==> config.mk <==
export PLATFORM = sky130hd
export DESIGN_NAME = tdm_link_tx
export DESIGN_NICKNAME = d
export VERILOG_FILES = /design/src/rtl/tdm_link_pkg.sv /design/src/rtl/tdm_bit_counter.sv /design/src/rtl/tdm_slot_shadow.sv /design/src/rtl/tdm_bit_select.sv /design/src/rtl/tdm_link_tx.sv
export SDC_FILE = /design/constraint.sdc
export NUM_CORES = 1
export LEC_CHECK = 0
export BUFFER_PORTS_ARGS = -buffer_cell sky130_fd_sc_hd__buf_4
export CAP_MARGIN = 20
export CORE_MARGIN = 3
export CORE_UTILIZATION = 40
export CTS_BUF_LIST = sky130_fd_sc_hd__clkbuf_4 sky130_fd_sc_hd__clkbuf_8
export DETAILED_ROUTE_END_ITERATION = 8
export GPL_TIMING_DRIVEN = 0
export PLACE_DENSITY = 0.68
export SLEW_MARGIN = 20
export SYNTH_ARGS = -nofsm -noshare
export SYNTH_HDL_FRONTEND = slang
export SYNTH_HIERARCHICAL = 1
export SYNTH_SLANG_ARGS = --single-unit
==> constraint.sdc <==
create_clock -name clk -period 2.66 [get_ports clk]
set_input_delay 0.399 -clock clk [delete_from_list [all_inputs] [get_ports clk]]
set_output_delay 0.399 -clock clk [all_outputs]
set_load 0.05 [all_outputs]
==> src/rtl/tdm_link_pkg.sv <==
package tdm_link_pkg;
  localparam int DEF_TAG_W  = 16;
  localparam int DEF_SLOTS  = 12;
  localparam int DEF_SLOT_W = 20;

  function automatic int max2(input int a, input int b);
    return (a > b) ? a : b;
  endfunction
endpackage

==> src/rtl/tdm_bit_counter.sv <==
module tdm_bit_counter
  import tdm_link_pkg::*;
#(
  parameter int TAG_W  = DEF_TAG_W,
  parameter int SLOTS  = DEF_SLOTS,
  parameter int SLOT_W = DEF_SLOT_W,
  localparam int FRAME_LEN = TAG_W + SLOTS * SLOT_W,
  localparam int POS_W     = $clog2(FRAME_LEN),
  localparam int SIW       = $clog2(SLOTS + 1),
  localparam int BIT_W     = $clog2(max2(TAG_W, SLOT_W))
) (
  input  logic             clk,
  input  logic             rst_n,
  output logic [SIW-1:0]   slot_idx,
  output logic [BIT_W-1:0] bit_idx,
  output logic             frame_last,
  output logic             next_in_tag
);
  localparam logic [POS_W-1:0] LAST_POS  = POS_W'(FRAME_LEN - 1);
  localparam logic [POS_W-1:0] TAG_END   = POS_W'(TAG_W - 1);
  localparam logic [SIW-1:0]   LAST_SLOT = SIW'(SLOTS);
  localparam logic [BIT_W-1:0] TAG_TOP   = BIT_W'(TAG_W - 1);
  localparam logic [BIT_W-1:0] SLOT_TOP  = BIT_W'(SLOT_W - 1);

  logic [POS_W-1:0] pos_q, pos_d;
  logic [SIW-1:0]   slot_q, slot_d;
  logic [BIT_W-1:0] bit_q, bit_d;

  always_comb begin
    pos_d  = (pos_q == LAST_POS) ? '0 : pos_q + 1'b1;
    slot_d = slot_q;
    bit_d  = bit_q;
    if (bit_q == '0) begin
      if (slot_q == LAST_SLOT) begin
        slot_d = '0;
        bit_d  = TAG_TOP;
      end else begin
        slot_d = slot_q + 1'b1;
        bit_d  = SLOT_TOP;
      end
    end else begin
      bit_d = bit_q - 1'b1;
    end
  end

  // Reset parks the counter on the last bit so the first edge opens a frame.
  always_ff @(posedge clk or negedge rst_n) begin
    if (!rst_n) begin
      pos_q  <= LAST_POS;
      slot_q <= LAST_SLOT;
      bit_q  <= '0;
    end else begin
      pos_q  <= pos_d;
      slot_q <= slot_d;
      bit_q  <= bit_d;
    end
  end

  assign slot_idx    = slot_q;
  assign bit_idx     = bit_q;
  assign frame_last  = (pos_q == LAST_POS);
  assign next_in_tag = (pos_q == LAST_POS) || (pos_q < TAG_END);


  frame_wrap_chk: assert property (@(posedge clk) disable iff (!rst_n)
    (pos_q == LAST_POS) |-> (slot_q == LAST_SLOT && bit_q == '0));


  tag_window_chk: assert property (@(posedge clk) disable iff (!rst_n)
    (slot_q == '0) |-> (pos_q <= TAG_END && bit_q == BIT_W'(TAG_END - pos_q)));
endmodule

==> src/rtl/tdm_slot_shadow.sv <==
module tdm_slot_shadow
  import tdm_link_pkg::*;
#(
  parameter int SLOTS  = DEF_SLOTS,
  parameter int SLOT_W = DEF_SLOT_W,
  localparam int DATA_W = SLOTS * SLOT_W
) (
  input  logic              clk,
  input  logic              rst_n,
  input  logic              load,
  input  logic              frame_valid_in,
  input  logic [SLOTS-1:0]  slot_valid_in,
  input  logic [DATA_W-1:0] slot_data_in,
  output logic              frame_valid_q,
  output logic [SLOTS-1:0]  slot_valid_q,
  output logic [DATA_W-1:0] slot_data_q
);
  logic              fv_d;
  logic [SLOTS-1:0]  sv_d;
  logic [DATA_W-1:0] sd_d;

  always_comb begin
    fv_d = frame_valid_q;
    sv_d = slot_valid_q;
    sd_d = slot_data_q;
    if (load) begin
      fv_d = frame_valid_in;
      sv_d = slot_valid_in;
      sd_d = slot_data_in;
    end
  end

  always_ff @(posedge clk or negedge rst_n) begin
    if (!rst_n) begin
      frame_valid_q <= 1'b0;
      slot_valid_q  <= '0;
      slot_data_q   <= '0;
    end else begin
      frame_valid_q <= fv_d;
      slot_valid_q  <= sv_d;
      slot_data_q   <= sd_d;
    end
  end


  shadow_hold_chk: assert property (@(posedge clk) disable iff (!rst_n)
    !load |=> ($stable(frame_valid_q) && $stable(slot_valid_q) && $stable(slot_data_q)));
endmodule

==> src/rtl/tdm_bit_select.sv <==
module tdm_bit_select
  import tdm_link_pkg::*;
#(
  parameter int TAG_W  = DEF_TAG_W,
  parameter int SLOTS  = DEF_SLOTS,
  parameter int SLOT_W = DEF_SLOT_W,
  localparam int DATA_W = SLOTS * SLOT_W,
  localparam int SIW    = $clog2(SLOTS + 1),
  localparam int BIT_W  = $clog2(max2(TAG_W, SLOT_W)),
  localparam int SPAN   = 1 << BIT_W
) (
  input  logic              frame_valid_q,
  input  logic [SLOTS-1:0]  slot_valid_q,
  input  logic [DATA_W-1:0] slot_data_q,
  input  logic [SIW-1:0]    slot_idx,
  input  logic [BIT_W-1:0]  bit_idx,
  output logic              bit_o
);
  logic [SPAN-1:0] tag_word;
  logic [SPAN-1:0] data_word;
  logic            data_ok;

  // Tag: frame flag on top, then one flag per slot, remaining bits zero.
  always_comb begin
    tag_word = '0;
    tag_word[TAG_W-1] = frame_valid_q;
    for (int i = 0; i < SLOTS; i++) begin
      tag_word[TAG_W-2-i] = slot_valid_q[i];
    end
  end

  always_comb begin
    data_word = '0;
    data_ok   = 1'b0;
    for (int i = 0; i < SLOTS; i++) begin
      if (slot_idx == SIW'(i + 1)) begin
        data_word[SLOT_W-1:0] = slot_data_q[i*SLOT_W +: SLOT_W];
        data_ok               = slot_valid_q[i];
      end
    end
  end

  assign bit_o = (slot_idx == '0) ? tag_word[bit_idx] : (data_ok & data_word[bit_idx]);
endmodule

==> src/rtl/tdm_link_tx.sv <==
module tdm_link_tx
  import tdm_link_pkg::*;
#(
  parameter int TAG_W  = DEF_TAG_W,
  parameter int SLOTS  = DEF_SLOTS,
  parameter int SLOT_W = DEF_SLOT_W,
  localparam int DATA_W = SLOTS * SLOT_W,
  localparam int SIW    = $clog2(SLOTS + 1),
  localparam int BIT_W  = $clog2(max2(TAG_W, SLOT_W)),
  localparam int RUN_W  = $clog2(TAG_W + 2)
) (
  input  logic              clk,
  input  logic              rst_n,
  input  logic              frame_valid,
  input  logic [SLOTS-1:0]  slot_valid,
  input  logic [DATA_W-1:0] slot_data,
  output logic              frame_done,
  output logic              sync,
  output logic              sdata
);
  logic [SIW-1:0]    slot_idx;
  logic [BIT_W-1:0]  bit_idx;
  logic              frame_last;
  logic              next_in_tag;
  logic              fv_q;
  logic [SLOTS-1:0]  sv_q;
  logic [DATA_W-1:0] sd_q;
  logic              tx_bit;

  logic sync_q, sync_d;
  logic sdata_q, sdata_d;
  logic done_q, done_d;

  tdm_bit_counter #(.TAG_W(TAG_W), .SLOTS(SLOTS), .SLOT_W(SLOT_W)) u_cnt (
    .clk        (clk),
    .rst_n      (rst_n),
    .slot_idx   (slot_idx),
    .bit_idx    (bit_idx),
    .frame_last (frame_last),
    .next_in_tag(next_in_tag)
  );

  // The shadow loads on the same edge that sends the last bit of the old frame.
  tdm_slot_shadow #(.SLOTS(SLOTS), .SLOT_W(SLOT_W)) u_shadow (
    .clk           (clk),
    .rst_n         (rst_n),
    .load          (frame_last),
    .frame_valid_in(frame_valid),
    .slot_valid_in (slot_valid),
    .slot_data_in  (slot_data),
    .frame_valid_q (fv_q),
    .slot_valid_q  (sv_q),
    .slot_data_q   (sd_q)
  );

  tdm_bit_select #(.TAG_W(TAG_W), .SLOTS(SLOTS), .SLOT_W(SLOT_W)) u_sel (
    .frame_valid_q(fv_q),
    .slot_valid_q (sv_q),
    .slot_data_q  (sd_q),
    .slot_idx     (slot_idx),
    .bit_idx      (bit_idx),
    .bit_o        (tx_bit)
  );

  always_comb begin
    sync_d  = next_in_tag;
    sdata_d = tx_bit;
    done_d  = frame_last;
  end

  always_ff @(posedge clk or negedge rst_n) begin
    if (!rst_n) begin
      sync_q  <= 1'b0;
      sdata_q <= 1'b0;
      done_q  <= 1'b0;
    end else begin
      sync_q  <= sync_d;
      sdata_q <= sdata_d;
      done_q  <= done_d;
    end
  end

  assign sync       = sync_q;
  assign sdata      = sdata_q;
  assign frame_done = done_q;

  // Checker state: length of the current run of sync high.
  logic [RUN_W-1:0] sync_run;
  logic             cur_slot_ok;

  always_ff @(posedge clk or negedge rst_n) begin
    if (!rst_n) sync_run <= '0;
    else if (sync_q) sync_run <= (sync_run == RUN_W'(TAG_W + 1)) ? sync_run : sync_run + 1'b1;
    else sync_run <= '0;
  end

  always_comb begin
    cur_slot_ok = 1'b0;
    for (int i = 0; i < SLOTS; i++) begin
      if (slot_idx == SIW'(i + 1)) cur_slot_ok = sv_q[i];
    end
  end


  sync_len_chk: assert property (@(posedge clk) disable iff (!rst_n)
    $fell(sync_q) |-> (sync_run == RUN_W'(TAG_W)));


  sync_max_chk: assert property (@(posedge clk) disable iff (!rst_n)
    sync_run <= RUN_W'(TAG_W));


  done_at_sync_chk: assert property (@(posedge clk) disable iff (!rst_n)
    done_q |-> $rose(sync_q));


  done_single_chk: assert property (@(posedge clk) disable iff (!rst_n)
    done_q |=> !done_q);


  tag_lag_chk: assert property (@(posedge clk) disable iff (!rst_n)
    $rose(sync_q) |-> (slot_idx == '0 && bit_idx == BIT_W'(TAG_W - 1)));


  zero_stuff_chk: assert property (@(posedge clk) disable iff (!rst_n)
    (slot_idx != '0 && !cur_slot_ok) |=> !sdata_q);


  always @(posedge clk) begin
    if (!rst_n) begin
      reset_quiet_chk: assert (!sync_q && !sdata_q && !done_q);
    end
  end
endmodule

# --- Word-level counts from Yosys, hierarchy flattened ---
# Index checks and enable logic that the tools add are counted.
# W data, S select, Z words.
word_totals:
  regBits: 273
  inputBits: 255
  latch_bits: 0
  mem_bits_ro: 0
  output_inout_bits: 3
  n_memories: 0
  ramBits: 0
  elab_cells: 64
op_classes:
  div: 0
  reduce_logical: 3
  bitwise_logic: 1
  n_addsub: 3
  n_eq_ne: 13
  magnitude_cmp: 2
  mux: 33
  shifts: 0
  multipliers: 0
op_table:
  columns: ["op", "count"]
  rows:
  - ["$mux W20", 12]
  - ["$eq A4 B4 Y1 const B", 5]
  - ["$eq A4 B3 Y1 const B", 4]
  - ["$mux W1", 15]
  - ["$bmux W1 S5", 2]
  - ["$mux W5", 2]
  - ["$add A8 B1 Y8 const B", 1]
  - ["$eq A4 B2 Y1 const B", 2]
  - ["$eq A8 B8 Y1 const B", 1]
  - ["$lt A8 B4 Y1 const B", 1]
  - ["$mux W8", 1]
  - ["$lt A5 B6 Y1 const B", 1]
  - ["$logic_not A5 Y1", 1]
  - ["$sub A5 B1 Y5 const B", 1]
  - ["$add A4 B1 Y4 const B", 1]
  - ["$eq A4 B1 Y1 const B", 1]
  - ["$logic_not A4 Y1", 1]
  - ["$mux W4", 1]
  - ["$and A1 B1 Y1", 1]
  - ["$logic_or A1 B1 Y1", 1]

# --- Depth between registers and ports, before layout ---
depth:
  depth_word: 17
  ltp_mapped: 11
  ltp_nobuf: 7

# --- Hierarchy ---
# Netlist, hierarchy kept.
by_module_without_submodules:
  columns: ["mod", "cells_per_inst", "seq_area_each_um2", "area_per_inst_um2", "n_inst"]
  rows:
  - ["tdm_slot_shadow", 534, 6331.1, 10083.4, 1]
  - ["tdm_bit_select", 399, 0.0, 2954.1, 1]
  - ["tdm_bit_counter", 75, 437.9, 807.0, 1]
  - ["tdm_link_tx", 3, 75.1, 75.1, 1]

# --- Least setup slack after synthesis ---
# Ideal clock, no wire load.
synth_path:
  kind: "reg-to-reg"
  startpoint: "reg u_cnt.slot_q[2] (netlist: u_cnt/slot_idx[2])"
  endpoint: "reg sdata_q (netlist: sdata)"
  synth_period_minus_slack_ns: 2.311
  t_arrival_ns: 2.177
  path_slack_ns: 0.349
  t_required_ns: 2.526
  setup_ns: 0.134
  stages_incl_launch_ff: 10
  n_path_buf: 2
  cell_sequence: "dfstp_2 > buf_2 > or3b_2 > clkbuf_1 > o22ai_1 > a31oi_1 > o22ai_1 > o22ai_1 > a221oi_2 > a22oi_2"
synth_via:
  elab_chain_len: 17
  word_cells_on_any_way: 41
  cone_classes: "eq/ne (12); mux (27); bitwise (1); reduce/logical (1)"
synth_lines:
  columns: ["item", "line", "source"]
  rows:
  - ["start, declared", "tdm_bit_counter.sv:26", "logic [SIW-1:0] slot_q, slot_d;"]
  - ["start signal, assigned", "tdm_bit_counter.sv:54", "slot_q <= slot_d;"]
  - ["$eq A4 B1 Y1", null, null]
  - ["$mux W20 (12 in series)", "tdm_bit_select.sv:36", "if (slot_idx == SIW'(i + 1)) begin"]
  - ["$bmux W1 S5", "tdm_bit_select.sv:43", "assign bit_o = (slot_idx == '0) ? tag_word[bit_idx] : (data_ok & data_word[bit_idx]);"]
  - ["$mux W1 (implied by the code)", "tdm_bit_select.sv:43", null]
  - ["$and A1 B1 Y1", "tdm_bit_select.sv:43", null]
  - ["$mux W1 (*)", "tdm_bit_select.sv:43", null]
  - ["named net sdata_d", "tdm_link_tx.sv:31", "logic sdata_q, sdata_d;"]
  - ["end signal, assigned", "tdm_link_tx.sv:78", "sdata_q <= sdata_d;"]
  - ["end, declared", "tdm_link_tx.sv:31", null]
# The timed path passes the listed nets; every way through them passes the cells marked *. The select of a mux whose other input is x is not followed.
# A chain may end at the register's enable or synchronous reset.

# --- Worst setup path after layout ---
layout_path:
  startpoint: "reg u_cnt.slot_q[0] (netlist: u_cnt/slot_idx[0])"
  endpoint: "reg sdata_q (netlist: sdata)"
# Same word-level chain as after synthesis.

==> results by stage <==
Worst setup path:
- The highest cell delay on the worst timing path is between 0.4 and 0.5 ns.
- Along the worst path, the maximum fanout reaches 10.
- STA puts the critical path data required time at 3.13 ns.
- The element type at the critical path end is a flop.
- Broken down by cell family, the worst path's largest delay share belongs to compound AO/OA/AOI/OAI gates.
- On the critical path, the stage with the largest delay is an instance of o41ai_1.
- The data arrival time of the critical path is 3.18 ns.
- The cell type with the highest occurrence count on the critical path is buf_6.
- The register-to-register setup slack is -0.05 ns.
- Walking the worst path, the cells encountered are buf_6 > buf_6 > buf_4 > o21ai_0 > and3_1 > o41ai_1 > a31o_1 > o221ai_1 > a22oi_2.
- The critical path is of the reg2reg type.
- The worst setup path is launched from a flop.
- The critical path buffer and inverter count is 3.

Clocking:
- The clock tree from TritonCTS is done.
- The number of clock sinks seen by CTS is 273.
- CTS built an H-tree with a depth of 2.
- The worst-case clock buffer depth is 3.
- The TritonCTS buffer count is 47.
- The library cell used as clock root buffer is clkbuf_8.
- Clock-pin slew was measured on the worst setup and hold paths at 0.07 ns.
- The clock latency reported for the late side of the worst-skew pair is 0.60 ns.

Timing:
- Setup violations remaining at the end of the flow were counted as 1.
- The count of final hold-check violations came to 0.
- The final number of max-transition violations is 0.
- Setup repair after global routing could not meet its margin everywhere.
- Between clock sinks in the finished design, the worst skew comes to 0.04034 ns.
- The smallest clock period supported by the final layout is computed as 2.709 ns.
- The final hold slack is 0.03445 ns.
- The relative slew slack is 51.96%.
- After layout, the worst path uses 101.9% of the clock period.
- Based on the critical path, the design can be clocked at up to around 370 MHz.
- The setup slack after layout is -0.04947 ns.
- For the pin with the worst max-slew slack, the measured transition is 0.7105 ns.
- The post-route setup TNS is -0.04947 ns.

Global routing:
- The wire length of the first global-routing pass is around 70 mm.
- The via count of the first global-routing pass came to ~11,000.
- The initial antenna violation count is 1.
- For this run, the total global-route usage over all layers was measured as 25.97%.
- Global routing finished with a remaining overflow of 0.
- Entering global routing, the biggest net connects 85 pins.

Power and ir drop:
- In this run the static leakage power is 8.920 nW.
- VDD sags by at most 0.3317 mV.
- Dividing total power by cell area gives a power density of 476.1 nW/µm².
- The final total power is 8.698 mW.

Finish:
- After filler insertion, the fill cell instance count of the layout stands at about 2,800.
- Measured on the finished design, the core utilization comes to 53.81%.
- The combined flip-flop and latch cell area is 6845 µm².
- Relative to the synthesized area, the layout overhead comes to 31.25%.
- Summing all multi-input logic gate instances after layout gives 6621 µm².
- The count of nets after finishing is 1,625.
- The fraction of final layout cells sized beyond drive strength 1 is between 50% and 60%.

Die:
- The initialized floorplan defines 67 standard-cell rows.
- The width of the die is 192.5 µm.
- From bottom edge to top edge, the die measures about 190 µm.
- The area of the core region is 33,950 µm².
- The effective utilization at floorplan is ~41%.
- The floorplan step defined a die boundary enclosing ~37,000 µm².
- 258 I/O pins were placed.

Route:
- The first detailed-routing pass ran for 8 iterations.
- The sum of routed wire length over all layers is 48.64 mm.
- The total via count after detailed routing is slightly above 10,000.
- The average vias per placed instance is 5.592.
- The number of remaining DRC errors is 0.
- The count of nets left with antenna violations once routing finished came out at 0.
- The DRC violation total after the first TritonRoute iteration is between 800 and 900.
- The detailed-route wire length per cell is roughly 26 µm.

Synth:
- Counting every net in the synthesized netlist gives 1,270.
- By count the netlist is led by dfrtp_1, mux2_4, mux2_2.
- In this run the biggest area consumer among cell types represents a little under half of the synthesized area.
- By instance count, the leading cell after synthesis is dfrtp_1.
- The fraction of registers with async set or reset after synthesis is 100.0%.
- The share of the Yosys chip area taken by registers is 49.17%.
- The cell count after synthesis is 1,011.
- The number of enable flip-flop cells after synthesis is 0.
- Among all flip-flop cells after synthesis, the most frequent one is dfrtp_1.
- After synthesis, the netlist uses 76 different library cells.
- Averaged over all synthesized cells, the footprint is 13.77 µm².
- The largest total area in the synthesized netlist belongs to dfrtp_1.
- In the post-synthesis netlist, the biggest area contributors are dfrtp_1, mux2_4, mux2_2.
- The count of yosys warnings during synthesis is 6.
- The number of flip-flops and latches in the synthesized netlist is between 200 and 300.
- The cell area that synthesis handed to floorplanning was 13,920 µm².

Placed design:
- The total of buffers placed on input and output ports is 257.
- The HPWL reported at the end of detailed placement is between 30 and 40 mm.
- At the placement stage, the worst setup path has a slack of -0.6166 ns.
- The final estimated routing congestion in global placement is 0.9464.

Status:
- The flow ran to the end, but the final reports show violations.
- The final reports fail on negative setup slack.

Flow run:
- The tool flagged a number of max-cap violations equal to 0.

Hold path:
- The tightest min-delay check is of the in2reg type.
per-layer routing:
metal / up-vias / share of wire, % / GRT usage (%)
li1: 4498 / - / -
met1: 5296 / 44 / 36.89
met2: 482 / 46 / 40.08
met3: 80 / 7.4 / 4.886
met4: 0 / 2.9 / 8.630
met5: - / 0 / 0
cell type report:
type                            instances  share of cell area [%]
Multi-Input combinational cell        646                   36.24
Timing Repair Buffer                  307                   13.55
Tap cell                              448                   3.068
Clock inverter                          5                  0.1918
Sequential cell                       273                   37.47
Buffer                                 74                   3.698
Clock buffer                           81                   5.383
Antenna cell                            1                 0.01370
Inverter                               17                  0.3904
cells in the final DEF, fill, tap and decap left out, types with 9 or more instances in the layout:
| cell type | instances |
|---|---|
| mux2i_1 | 21 |
| inv_1 | 15 |
| o211ai_1 | 9 |
| mux4_2 | 12 |
| nor2b_1 | 12 |
| dlygate4sd3_1 | 41 |
| nand2_1 | 33 |
| a21oi_1 | 37 |
| clkbuf_8 | 60 |
| buf_6 | 36 |
| nand3_1 | 14 |
| o21ai_0 | 21 |
| dfrtp_1 | 262 |
| nor2_1 | 35 |
| dfstp_2 | 10 |
| mux2_4 | 171 |
| buf_2 | 12 |
| o22ai_1 | 24 |
| clkbuf_4 | 27 |
| buf_4 | 270 |
| o221ai_1 | 10 |
| mux2_2 | 107 |
power by group:
group	switching, mW	internal, mW
clock network	1.74	2.32
registers	0	4.16
logic	0.186	0.293
total	1.93	6.77
sequential cells by signal, indices dropped and copies added (netlist names):
register and count:
sdata 1, u_cnt/pos_q 8, u_shadow/slot_data_q 240, u_shadow/slot_valid_q 12, sync 1, u_cnt/slot_idx 4
u_cnt/bit_idx 5, u_shadow/frame_valid_q 1, frame_done 1
cells by family after synthesis:
family | count (synthesis) | share of synthesized area [%]
fa+ha+maj | 4 | 0.3596
buf+inv | 92 | 4.584
simple gates | 139 | 5.267
compound gates | 182 | 9.375
flops | 273 | 49.17
mux | 315 | 30.87
xor+xnor | 6 | 0.3776
worst register-to-register path: cells and delay by family, from the launching register on:
family	cells	cell delay, ns
DFF	1	0.41
buffers and inverters	3	0.68
and+or+nand+nor	1	0.22
AOI/OAI and AO/OA	5	1.26
final timing paths:
path / to / cells after the start / start
max in group asynchronous: u_cnt/slot_idx[2] / 5 / rst_n
worst min register to register: u_shadow/slot_data_q[64] / 1 / u_shadow/slot_data_q[64]
worst max register to register: sdata / 9 / u_cnt/slot_idx[0]
worst max-delay path: sdata / 9 / u_cnt/slot_idx[0]
min in group asynchronous: u_shadow/slot_data_q[176] / 2 / rst_n
worst min-delay path: u_shadow/frame_valid_q / 2 / frame_valid
per-stage QoR:
step	area, µm²	cells
detailed placement	16500	1719
floorplan	13920	1011
CTS	18040	1847
global placement	16410	1716
finish	18270	1852
global route	18270	1852
what timing repair did:
item,in CTS,in global routing
pin swaps,1,8
resized for setup,32,46
buffers inserted,1,5
hold endpoints to repair,73,0
hold buffers,41,0
setup endpoints to repair,171,123
(Power assumes the default switching activity.)
